## config.mk

```make
export PLATFORM = sky130hd
export DESIGN_NAME = frame_aligner
export DESIGN_NICKNAME = d
export VERILOG_FILES = /design/src/rtl/fa_pkg.sv /design/src/rtl/fa_history.sv /design/src/rtl/fa_matcher.sv /design/src/rtl/fa_shifter.sv /design/src/rtl/fa_ctrl.sv /design/src/rtl/frame_aligner.sv
export SDC_FILE = /design/constraint.sdc
export NUM_CORES = 1
export LEC_CHECK = 0
export BUFFER_PORTS_ARGS = -buffer_cell sky130_fd_sc_hd__buf_2
export CAP_MARGIN = 20
export CELL_PAD_IN_SITES_DETAIL_PLACEMENT = 1
export CELL_PAD_IN_SITES_GLOBAL_PLACEMENT = 1
export CORE_MARGIN = 8
export CORE_UTILIZATION = 48
export DETAILED_ROUTE_END_ITERATION = 7
export PLACE_DENSITY = 0.89
export SYNTH_ARGS = -nofsm -noshare
export SYNTH_HDL_FRONTEND = slang
export SYNTH_SLANG_ARGS = --single-unit
```

## constraint.sdc

```tcl
create_clock -name clk -period 6.9 [get_ports clk]
set_clock_uncertainty 0.2 [all_clocks]
set_input_delay 1.035 -clock clk [delete_from_list [all_inputs] [get_ports clk]]
set_output_delay 1.035 -clock clk [all_outputs]
set_load 0.01 [all_outputs]
```

## src/rtl/fa_pkg.sv

```systemverilog
package fa_pkg;

    // Default framing marker: A1 A1 A2 A2, earliest byte in the top bits.
    localparam logic [31:0] FA_MARKER_DEF = 32'hF6F6_2828;
    localparam int          FA_WORD_DEF   = 16;
    localparam int          FA_HOLD_DEF   = 2;

    typedef enum logic {
        FA_HUNT = 1'b0,
        FA_LOCK = 1'b1
    } fa_state_e;

    typedef struct packed {
        logic pulse;
        logic search;
    } fa_flags_t;

    // Number of stored history words needed for a marker of pat_w bits.
    function automatic int hist_words(input int pat_w, input int word_w);
        return pat_w / word_w;
    endfunction

endpackage

```

## src/rtl/fa_history.sv

```systemverilog
module fa_history #(
    parameter int WORD_W = 16,
    parameter int DEPTH  = 2,
    localparam int WIN_W = WORD_W * (DEPTH + 1)
) (
    input  logic              clk,
    input  logic              rst,
    input  logic [WORD_W-1:0] word_i,
    output logic [WIN_W-1:0]  win_o
);

    logic [WORD_W-1:0] stage_q [DEPTH];

    assign win_o[WORD_W-1:0] = word_i;

    for (genvar i = 0; i < DEPTH; i++) begin : g_stage
        always_ff @(posedge clk) begin
            if (rst) begin
                stage_q[i] <= '0;
            end else if (i == 0) begin
                stage_q[i] <= word_i;
            end else begin
                stage_q[i] <= stage_q[(i == 0) ? 0 : i-1];
            end
        end
        // Older words sit at higher bit positions of the window.
        assign win_o[(i+2)*WORD_W-1 -: WORD_W] = stage_q[i];
    end

endmodule

```

## src/rtl/fa_matcher.sv

```systemverilog
module fa_matcher #(
    parameter int            WORD_W  = 16,
    parameter int            PAT_W   = 32,
    parameter logic [PAT_W-1:0] PATTERN = 32'hF6F6_2828,
    localparam int WIN_W = PAT_W + WORD_W,
    localparam int OFF_W = $clog2(WORD_W)
) (
    input  logic [WIN_W-1:0] win_i,
    output logic             hit_o,
    output logic [OFF_W-1:0] off_o
);

    logic [WORD_W-1:0] hit_v;

    // offset k means the marker begins k bits after the oldest word's MSB.
    for (genvar k = 0; k < WORD_W; k++) begin : g_cmp
        assign hit_v[k] = (win_i[WIN_W-1-k -: PAT_W] == PATTERN);
    end

    // Lowest matching offset takes priority.
    always_comb begin
        off_o = '0;
        for (int k = WORD_W-1; k >= 0; k--) begin
            if (hit_v[k]) off_o = OFF_W'(k);
        end
    end

    assign hit_o = |hit_v;

endmodule

```

## src/rtl/fa_shifter.sv

```systemverilog
module fa_shifter #(
    parameter int WORD_W = 16,
    localparam int OFF_W = $clog2(WORD_W)
) (
    input  logic [2*WORD_W-1:0] pair_i,
    input  logic [OFF_W-1:0]    off_i,
    output logic [WORD_W-1:0]   word_o
);

    logic [2*WORD_W-1:0] shifted;

    always_comb begin
        shifted = pair_i << off_i;
        word_o  = shifted[2*WORD_W-1 -: WORD_W];
    end

endmodule

```

## src/rtl/fa_ctrl.sv

```systemverilog
module fa_ctrl
    import fa_pkg::*;
#(
    parameter int OFF_W    = 4,
    parameter int HOLD_CYC = 2,
    localparam int HOLD_W  = $clog2(HOLD_CYC + 1)
) (
    input  logic             clk,
    input  logic             rst,
    input  logic             en_i,
    input  logic             oof_i,
    input  logic             hit_i,
    input  logic [OFF_W-1:0] hit_off_i,
    output logic [OFF_W-1:0] sel_off_o,
    output logic [OFF_W-1:0] align_q_o,
    output fa_flags_t        flags_o
);

    fa_state_e         state_q;
    logic [OFF_W-1:0]  align_q;
    logic [HOLD_W-1:0] hold_q;
    logic              pulse_q;
    logic              hunt;
    logic              take;

    // hunt only when enabled, and either out of frame or re-armed.
    assign hunt = en_i && ((state_q == FA_HUNT) || oof_i);
    assign take = hunt && hit_i;

    always_ff @(posedge clk) begin
        if (rst) begin
            state_q <= FA_HUNT;
            align_q <= '0;
            hold_q  <= '0;
            pulse_q <= 1'b0;
        end else begin
            pulse_q <= take;
            if (take) begin
                state_q <= FA_LOCK;
                align_q <= hit_off_i;
                hold_q  <= HOLD_W'(HOLD_CYC);
            end else begin
                if (hunt) state_q <= FA_HUNT;
                if (hold_q != '0) hold_q <= hold_q - HOLD_W'(1);
            end
        end
    end

    assign sel_off_o      = take ? hit_off_i : align_q;
    assign align_q_o      = align_q;
    assign flags_o.pulse  = pulse_q;
    assign flags_o.search = hunt || (hold_q != '0);

endmodule

```

## src/rtl/frame_aligner.sv

```systemverilog
module frame_aligner
    import fa_pkg::*;
#(
    parameter int               WORD_W   = FA_WORD_DEF,
    parameter int               PAT_W    = 32,
    parameter logic [PAT_W-1:0] PATTERN  = FA_MARKER_DEF,
    parameter int               HOLD_CYC = FA_HOLD_DEF
) (
    input  logic              clk,
    input  logic              rst,
    input  logic [WORD_W-1:0] data_i,
    input  logic              fr_en_i,
    input  logic              oof_i,
    output logic [WORD_W-1:0] data_o,
    output logic              frame_o,
    output logic              search_o
);

    localparam int OFF_W = $clog2(WORD_W);
    localparam int DEPTH = hist_words(PAT_W, WORD_W);
    localparam int WIN_W = WORD_W * (DEPTH + 1);

    logic [WIN_W-1:0]  win;
    logic              hit;
    logic [OFF_W-1:0]  hit_off;
    logic [OFF_W-1:0]  sel_off;
    logic [OFF_W-1:0]  align_q;
    logic [WORD_W-1:0] aligned;
    logic [WORD_W-1:0] data_q;
    fa_flags_t         flags;

    fa_history #(.WORD_W(WORD_W), .DEPTH(DEPTH)) u_hist (
        .clk   (clk),
        .rst   (rst),
        .word_i(data_i),
        .win_o (win)
    );

    fa_matcher #(.WORD_W(WORD_W), .PAT_W(PAT_W), .PATTERN(PATTERN)) u_match (
        .win_i(win),
        .hit_o(hit),
        .off_o(hit_off)
    );

    fa_ctrl #(.OFF_W(OFF_W), .HOLD_CYC(HOLD_CYC)) u_ctrl (
        .clk      (clk),
        .rst      (rst),
        .en_i     (fr_en_i),
        .oof_i    (oof_i),
        .hit_i    (hit),
        .hit_off_i(hit_off),
        .sel_off_o(sel_off),
        .align_q_o(align_q),
        .flags_o  (flags)
    );

    fa_shifter #(.WORD_W(WORD_W)) u_shift (
        .pair_i(win[2*WORD_W-1:0]),
        .off_i (sel_off),
        .word_o(aligned)
    );

    // data register shares its edge with the pulse register.
    always_ff @(posedge clk) begin
        if (rst) data_q <= '0;
        else     data_q <= aligned;
    end

    assign data_o   = data_q;
    assign frame_o  = flags.pulse;
    assign search_o = flags.search;

endmodule

```

==> metrics.txt, run 1 <==
status=completed; Avg WL per Cell=24.9 µm; number of H-tree levels=2; Syn-to-layout area delta=5.59%; Mapped Cells=526; die footprint=11700 µm²; # fillers=1058; num rows=33; dpl hpwl=11500 µm; Final Instance Area=4300 µm²; reg2reg path depth=10; clk_lat worst skew=0.33 ns; DR pass1 iterations=5; TNS Setup=0 ns; Leakage=0.00148 µW; Slew @ Worst Pin=0.899 ns; number of setup violations in the final report=0; initial core utilization=0.496; Worst VDD drop=0.110 mV; Synthesized Nets=546; CP arrival=5.26 ns; Seq/Total Area, Yosys=0.275; initial antenna violation count=0; RR Endpoint=data_o[4]; # hold bufs at CTS=0; CP Capture Type=flop; IO buf count=37; CTS Root Cell=clkbuf_8; Cells after DPL=626; GRT overflow=0; Clock Path Buffers=2; crit share post-route=0.763; number of post-CTS setup repair buffers=0; worst-path maximum fanout=15; Fmax=190 MHz; area of placed instances=4210 µm²; hold_sp=u_ctrl.hold_q[0]; crit path capture=data_o[4]; Data required, critical path=6.90 ns; Yosys Warn Count=0; Reg clk slew, reported paths=0.11 ns; die width=108 µm; layout cell share with drive strength beyond 1=0.127; number of routed nets with antenna violations=0; TritonCTS Sinks=56; critical path startpoint=data_i[14]; Post-CTS Resized=0; min-delay worst type=reg2reg; Overall Global Routing Usage=0.270; die height=108 µm; RSZ-0062 raised after global routing=no; Reg2Reg Launch Point=u_hist.stage_q[0][9]; Ant. Diodes=0; commonest register cell after synthesis=dfxtp_1; first-pass GRT wire length=24800 µm; reg2reg setup slack=1.64 ns; max cap viols=0; 1st-iter DRT viols=446; vias per cell=7.02; TritonCTS clock tree=done; Final #Nets=548; vias=4450; Slew Limit Fails=0; count of cell types in the netlist=54; Design Power=649 µW; vias in the first global route=4451; IO Pins=38; Detailed Route WL=15800 µm; normalized max-slew margin=0.389; core area=8220 µm²; Crit Path Class=in2reg; P per Cell Area=151 nW/µm²; flops & latches, synth=56; number of synthesized flops with an enable pin=0; asr flop ratio synth=0; RePlAce Congestion=1.00; post-route DRC violation count=0; Synth Area per Inst=7.75 µm²; largest net degree at the start of global routing=42; Final Hold Violating Endpoints=0; Post-Layout Cell Count=634; Worst setup SP type=primary input; Tmin final=5.26 ns; total CTS buffers=5; area of the mapped netlist=4080 µm²
-- through the flow --
step / hold WS (ns) / setup WS, ns / util
after global placement: 0.237 / 1.55 / 0.512
final: 0.261 / 1.64 / 0.524
after CTS: 0.269 / 1.73 / 0.524
after floorplan: 0.224 / 2.38 / -
after detailed placement: 0.253 / 1.43 / 0.512
after global routing: 0.290 / 1.39 / 0.524
-- flip-flops by register name, indices dropped and copies added, names as in the netlist --
| register | flops |
|---|---|
| u_ctrl.state_q | 1 |
| data_o | 16 |
| u_ctrl.align_q_o | 4 |
| u_hist.stage_q | 32 |
| u_ctrl.pulse_q | 1 |
| u_ctrl.hold_q | 2 |
-- area by class of cell --
cell class	instances	area (µm²)	share of cell area
Clock buffer	5	68.8	0.0160
Inverter	6	22.5	0.00523
Multi-Input combinational cell	420	2730	0.635
Tap cell	105	131	0.0305
Clock inverter	3	26.3	0.00611
Timing Repair Buffer	39	200	0.0465
Sequential cell	56	1120	0.261
-- report_power, final --
part / total [µW] / internal [µW] / switching, µW
Clock: 201 / 75.3 / 126
Sequential: 366 / 336 / 30.5
Combinational: 82.1 / 32.7 / 49.4
Total: 649 / 444 / 206
-- worst max-delay path: stages --
cell and delay, ns:
buf_2 0.16, or3b_2 0.51, or4_1 0.54, nor4_1 0.40
nor4_1 0.14, a41oi_2 0.69, mux2i_2 0.84, mux2i_1 0.39
mux2i_1 0.17, o21ai_1 0.28, o21ai_1 0.09
-- synth_stat cells, types with 10 or more instances --
cell / count / area [µm²]
nand4b_1: 10 / 87.6
nor4_1: 17 / 106
nand2_1: 65 / 244
nor4bb_1: 15 / 150
nor2_1: 26 / 97.6
a32oi_1: 12 / 105
buf_2: 11 / 55.1
nor2b_1: 42 / 263
a21oi_1: 29 / 145
nor3_1: 15 / 75.1
mux2i_1: 17 / 170
a22oi_1: 36 / 270
nand4_1: 21 / 131
clkbuf_1: 27 / 101
o21ai_1: 19 / 95.1
dfxtp_1: 56 / 1120
-- logic make-up after synthesis --
logic type      Yosys count  share of synthesized area
compound gates          114                      0.186
buf+inv                  50                     0.0562
flops                    56                      0.275
mux                      21                     0.0553
simple gates            285                      0.428
-- worst min-delay path by stage --
stage	slack (ns)	cells after the start	end
after floorplan	0.22	1	u_ctrl.hold_q[0]
after global placement	0.24	1	u_ctrl.hold_q[0]
after detailed placement	0.25	1	u_ctrl.hold_q[0]
after CTS	0.27	1	u_ctrl.hold_q[0]
after global routing	0.29	1	u_ctrl.hold_q[0]
final	0.26	1	u_ctrl.hold_q[0]
-- layout by cell type (no fill, tap or decap), types with 10 or more instances in the layout --
cell	count
nand2_1	65
dfxtp_1	56
nor2b_1	42
buf_2	37
a22oi_1	36
a21oi_1	29
nor2_1	26
nand4_1	21
o21ai_1	19
nor4_1	17
nor4bb_1	15
nor3_1	15
mux2i_1	15
a32oi_1	12
nand4b_1	10
-- metal layers --
metal / track usage / up-vias / share of wire
met5: 0 / - / 0
met4: 0.0902 / 0 / 0.026
met3: 0.0535 / 44 / 0.086
met2: 0.408 / 237 / 0.45
met1: 0.372 / 2178 / 0.44
li1: - / 1991 / -
Note: power is estimated with default switching activity, not from simulation.
==> run 2: changes to the inputs <==
--- a/config.mk
+++ b/config.mk
@@ -10,9 +10,9 @@
 export CELL_PAD_IN_SITES_DETAIL_PLACEMENT = 1
 export CELL_PAD_IN_SITES_GLOBAL_PLACEMENT = 1
 export CORE_MARGIN = 8
-export CORE_UTILIZATION = 48
+export CORE_UTILIZATION = 45
 export DETAILED_ROUTE_END_ITERATION = 7
-export PLACE_DENSITY = 0.89
+export PLACE_DENSITY = 0.84
 export SYNTH_ARGS = -nofsm -noshare
 export SYNTH_HDL_FRONTEND = slang
 export SYNTH_SLANG_ARGS = --single-unit
==> constraint.sdc (replaced) <==
create_clock -name clk -period 5.3 [get_ports clk]
set_clock_uncertainty 0.2 [all_clocks]
set_input_delay 0.795 -clock clk [delete_from_list [all_inputs] [get_ports clk]]
set_output_delay 0.795 -clock clk [all_outputs]
set_load 0.01 [all_outputs]
==> run 2 against run 1 <==
Compared with the run above: non-clock buffer count grew 8; power grew 31%; die area grew 5.7%; core utilization shrank 2.5 points; wire length grew 1.2%; critical path depth grew 1; first-iteration DRC count shrank 3.1%; final area grew 1.5%; register-to-register slack lost 0.75 ns; via count grew 1.7%; combinational power grew 40%; critical path type is now reg2reg; sequential power grew 29%; largest power group unchanged.
==> metrics.txt, run 2 (same netlist as run 1, synthesis figures left out) <==
CTS Root Cell=clkbuf_8; Worst setup SP type=flop; vias=4527; RR Endpoint=data_o[12]; P per Cell Area=194 nW/µm²; Reg clk slew, reported paths=0.12 ns; CP max-delay cell=dfxtp_1; hold_sp=u_ctrl.hold_q[0]; max cap viols=0; largest stage delay on the critical path=0.78 ns; 1st-iter DRT viols=432; min-delay worst type=reg2reg; Data required, critical path=5.31 ns; Clock Path Buffers=2; CP Capture Type=flop; DR pass1 iterations=5; Reg2Reg Launch Point=u_hist.stage_q[0][10]; critical path's top delay family=simple AND/OR/NAND/NOR gates; number of routed nets with antenna violations=0; Leakage=0.00152 µW; hold_ws=0.270 ns; Detailed Route WL=16000 µm; Tmin final=4.42 ns; buffers and inverters on the worst path=2; flip-flop count of the largest register after layout=32; core area=8760 µm²; RePlAce Congestion=1.02; Fmax=226 MHz; worst-path maximum fanout=25; CP arrival=4.43 ns; largest net degree at the start of global routing=42; initial core utilization=0.465; RSZ-0062 raised after global routing=no; Levels on crit path=12; reg2reg setup slack=0.88 ns; post-route DRC violation count=0; die height=111 µm; critical path startpoint=u_hist.stage_q[0][10]; vias in the first global route=4636; Avg WL per Cell=24.8 µm; initial antenna violation count=0; crit share post-route=0.834; Most flops, register=u_hist.stage_q; number of setup violations in the final report=0; commonest non-fill, non-tap cell in the layout=nand2_1; IO buf count=37; Final WS setup=0.881 ns; number of post-CTS setup repair buffers=0; TNS Setup=0 ns; GRT overflow=0; IO Pins=38; reg2reg path depth=12; dpl hpwl=11700 µm; Crit Path Class=reg2reg; crit path capture=data_o[12]; TritonCTS clock tree=done; pre-CTS WS=0.617 ns; number of H-tree levels=2; most frequent cells in the layout=nand2_1, dfxtp_1, nor2b_1, buf_2, a22oi_1; normalized max-slew margin=0.442; Post-CTS Resized=0; Final #Nets=556; Worst VDD drop=0.146 mV; die width=111 µm; Design Power=848 µW; Final Hold Violating Endpoints=0; num rows=34; first-pass GRT wire length=25600 µm; status=completed; Ant. Diodes=0; # hold bufs at CTS=0; vias per cell=7.02; die footprint=12400 µm²; TritonCTS Sinks=56; CP Cell Sequence=nand4b_1 -> nor4_1 -> or2_2 -> a22oi_1 -> a41oi_2 -> buf_4 -> mux2i_2 -> buf_4 -> mux2i_1 -> a22oi_1 -> a22oi_1 -> o21ai_1; layout cell share with drive strength beyond 1=0.140; Slew Limit Fails=0; clk_lat worst skew=0.32 ns; Overall Global Routing Usage=0.251; Slew @ Worst Pin=0.816 ns; Most common cell on crit path=a22oi_1; Syn-to-layout area delta=7.18%; total CTS buffers=5
run 2: changes by cell type in the layout (fill, tap and decap cells not counted):
cell	change
buf_4	+8
inv_6	-2
clkinvlp_4	+1
inv_8	+1
run 2: final cells by class:
type	instances	area, µm²
fill	1125	4400
multi-input combinational	420	2730
sequential	56	1120
timing repair buffer	47	260
tap	108	135
clock buffer	5	68.8
clock inverter	3	27.5
inverter	6	22.5
run 2: worst min-delay path by stage:
stage               cells after the start               end
global route                            1  u_ctrl.hold_q[0]
detailed placement                      1  u_ctrl.hold_q[0]
CTS                                     1  u_ctrl.hold_q[0]
finish                                  1  u_ctrl.hold_q[0]
global placement                        1  u_ctrl.hold_q[0]
floorplan                               1  u_ctrl.hold_q[0]
run 2: routing by layer:
layer,routed length (µm),global-route usage,vias to the layer above
met4,355,0.0871,0
met3,1620,0.0611,37
met5,0,0,-
met1,6780,0.326,2235
li1,-,-,2006
met2,7230,0.392,249
run 2: where the power goes:
group / total (µW) / switching (µW) / internal (µW) / leakage (µW)
clock: 261 / 163 / 97.8 / 0.0000463
combinational: 115 / 70.1 / 45.0 / 0.00101
sequential: 472 / 35.3 / 437 / 0.000461
run 2: through the flow:
stage | std cells | area, µm² | utilization
final | 645 | 4370 | 0.498
after floorplan | 526 | 4080 | -
after CTS | 645 | 4370 | 0.498
after global placement | 637 | 4270 | 0.487
after detailed placement | 637 | 4270 | 0.487
after global routing | 645 | 4370 | 0.498
==> run 3: changes to the inputs <==
--- a/config.mk
+++ b/config.mk
@@ -5,12 +5,13 @@
 export SDC_FILE = /design/constraint.sdc
 export NUM_CORES = 1
 export LEC_CHECK = 0
+export ABC_AREA = 1
 export BUFFER_PORTS_ARGS = -buffer_cell sky130_fd_sc_hd__buf_2
 export CAP_MARGIN = 20
 export CELL_PAD_IN_SITES_DETAIL_PLACEMENT = 1
 export CELL_PAD_IN_SITES_GLOBAL_PLACEMENT = 1
 export CORE_MARGIN = 8
-export CORE_UTILIZATION = 45
+export CORE_UTILIZATION = 41
 export DETAILED_ROUTE_END_ITERATION = 7
 export PLACE_DENSITY = 0.84
 export SYNTH_ARGS = -nofsm -noshare
==> constraint.sdc (replaced) <==
create_clock -name clk -period 4.2 [get_ports clk]
set_clock_uncertainty 0.2 [all_clocks]
set_input_delay 0.63 -clock clk [delete_from_list [all_inputs] [get_ports clk]]
set_output_delay 0.63 -clock clk [all_outputs]
set_load 0.01 [all_outputs]
==> run 3 against run 2 <==
Compared with the run above: sequential power grew 24%; synthesized area increased by 24%; critical endpoint is now data_o[3]; global-route usage grew 4.5 points; synthesized cell count increased by 82%; via count grew 50%; final cell count is 74% higher; core utilization fell by 4.7 points; register-to-register slack got worse by 0.28 ns; first-iteration DRC count rose by 83%.
==> metrics.txt, run 3 <==
DR pass1 iterations=5; initial core utilization=0.420; die height=127 µm; reg2reg path depth=19; # hold bufs at CTS=0; Ant. Diodes=0; GRT overflow=0; number of H-tree levels=2; vias per cell=6.04; num rows=40; Worst setup SP type=flop; Crit Path Class=reg2reg; Post-CTS Resized=0; critical path's top delay family=simple AND/OR/NAND/NOR gates; total CTS buffers=5; Mapped Cells=956; Reg clk slew, reported paths=0.08 ns; number of synthesized flops with an enable pin=0; Clock Path Buffers=2; Yosys top cell area share=0.222; flip-flop count of the largest register after layout=32; TritonCTS clock tree=done; Slew Limit Fails=0; post-route DRC violation count=0; worst-path maximum fanout=31; layout cell share with drive strength beyond 1=0.0941; asr flop ratio synth=0; CP Capture Type=flop; largest net degree at the start of global routing=40; Most flops, register=u_hist.stage_q; count of cell types in the netlist=24; reg2reg setup slack=0.60 ns; IO Pins=38; Avg WL per Cell=21.3 µm; Leakage=0.00257 µW; number of post-CTS setup repair buffers=0; buffers and inverters on the worst path=2; Reg2Reg Launch Point=u_hist.stage_q[0][8]; vias in the first global route=6570; Tmin final=3.60 ns; RePlAce Congestion=1.03; Worst Hold End=u_ctrl.hold_q[0]; number of routed nets with antenna violations=0; crit share post-route=0.857; Slew @ Worst Pin=0.834 ns; IO buf count=37; max cap viols=0; Final #Nets=997; Fmax=278 MHz; Detailed Route WL=24000 µm; die footprint=16100 µm²; Syn-to-layout area delta=7.55%; Synthesized Nets=976; TritonCTS Sinks=56; Design Power=1270 µW; RR Endpoint=data_o[3]; dpl hpwl=18900 µm; die width=127 µm; commonest register cell after synthesis=dfxtp_1; TNS Setup=0 ns; hold_sp=u_ctrl.hold_q[0]; Synth Area per Inst=5.27 µm²; Most common cell on crit path=nand2_1; CP arrival=3.66 ns; Overall Global Routing Usage=0.295; first-pass GRT wire length=36900 µm; cell count of the worst hold path=1; area of the mapped netlist=5040 µm²; Final Hold Violating Endpoints=0; most instantiated cells after synthesis=nand2_1, nor2_1, nand3_1; vias=6800; status=completed; clk_lat worst skew=0.32 ns; CP max-delay cell=nor2_1; CP Cell Sequence=nor2_1 -> inv_1 -> nor2_1 -> nand2_1 -> nor2_1 -> nand2_1 -> nand2_1 -> nor2_1 -> nand2_1 -> inv_1 -> nand2_1 -> nand2_2 -> nand2_2 -> nand2_4 -> nand2_2 -> nand3_1 -> nand3_1 -> nand3_1 -> nand2_1; P per Cell Area=235 nW/µm²; 1st-iter DRT viols=789; CTS Root Cell=clkbuf_16; most frequent cells in the layout=nand2_1, nor2_1, nand3_1, inv_1, dfxtp_1; core area=12000 µm²; largest stage delay on the critical path=0.51 ns; initial antenna violation count=0; synth top area cells=dfxtp_1, nand3_1, nand2_1; min-delay worst type=reg2reg; number of setup violations in the final report=0; flops & latches, synth=56; Yosys Warn Count=0; commonest non-fill, non-tap cell in the layout=nand2_1; Data required, critical path=4.26 ns; RSZ-0062 raised after global routing=no; Seq/Total Area, Yosys=0.222; Synth area leader=dfxtp_1; normalized max-slew margin=0.444; Worst VDD drop=0.172 mV; count leader, synth=nand2_1
## run 3: cell types whose count changed after synthesis, sizes merged, moves of 22 or more
| cell | previous run | this run |
|---|---|---|
| nor2 | 27 | 244 |
| nand3 | 7 | 210 |
| nand2 | 65 | 260 |
| inv | 6 | 101 |
| nor2b | 42 | 1 |
| a22oi | 37 | 0 |
| a21oi | 29 | 1 |
| clkbuf | 28 | 5 |
| o21ai | 24 | 2 |
## run 3: power breakdown
part           internal, µW  total [µW]  switching (µW)
logic                  53.8         227             173
registers               551         584            32.7
clock network           224         464             240
total                   829        1270             445
## run 3: logic make-up (layout without fill, tap and decap cells)
logic type | count (synthesis) | in the layout | synth area share
AND/OR/NAND/NOR | 767 | 767 | 0.663
AO/OA/AOI/OAI | 3 | 3 | 0.00372
flip-flops | 56 | 56 | 0.222
buffers and inverters | 130 | 152 | 0.111
## run 3: routing by layer
metal	wire [µm]	vias to the layer above	global-route usage
met5	0	-	0
met4	923	0	0.124
met3	2480	79	0.0612
met2	10400	391	0.453
met1	10200	3226	0.392
li1	-	3104	-
## run 3: worst max-delay path by stage
stage | startpoint | to | slack (ns) | cells past startpoint
2_1_floorplan | data_i[15] | data_o[0] | 1.72 | 20
3_3_place_gp | data_i[15] | data_o[11] | 0.76 | 20
3_5_place_dp | data_i[15] | data_o[12] | 0.68 | 20
4_1_cts | u_hist.stage_q[0][4] | data_o[12] | 0.81 | 17
5_1_grt | u_hist.stage_q[0][4] | data_o[11] | 0.47 | 17
6_report | u_hist.stage_q[0][8] | data_o[3] | 0.60 | 19
## run 3: layout make-up
class,instances,area (µm²)
flip-flops and latches,56,1120
repair buffers,43,230
clock inverters,3,21.3
multi-input cells,770,3360
inverters,101,379
well taps,147,184
fillers,1820,6590
clock buffers,5,125
## run 3: metrics by stage
| step | instances | hold slack [ns] | instance area, µm² | setup WS (ns) | utilization |
|---|---|---|---|---|---|
| after floorplan | 956 | 0.225 | 5040 | 1.72 | - |
| after global placement | 1117 | 0.247 | 5270 | 0.760 | 0.439 |
| after detailed placement | 1117 | 0.247 | 5270 | 0.684 | 0.439 |
| after global routing | 1125 | 0.302 | 5420 | 0.472 | 0.451 |
| final | 1125 | 0.259 | 5420 | 0.600 | 0.451 |
| after CTS | 1125 | 0.261 | 5420 | 0.811 | 0.451 |
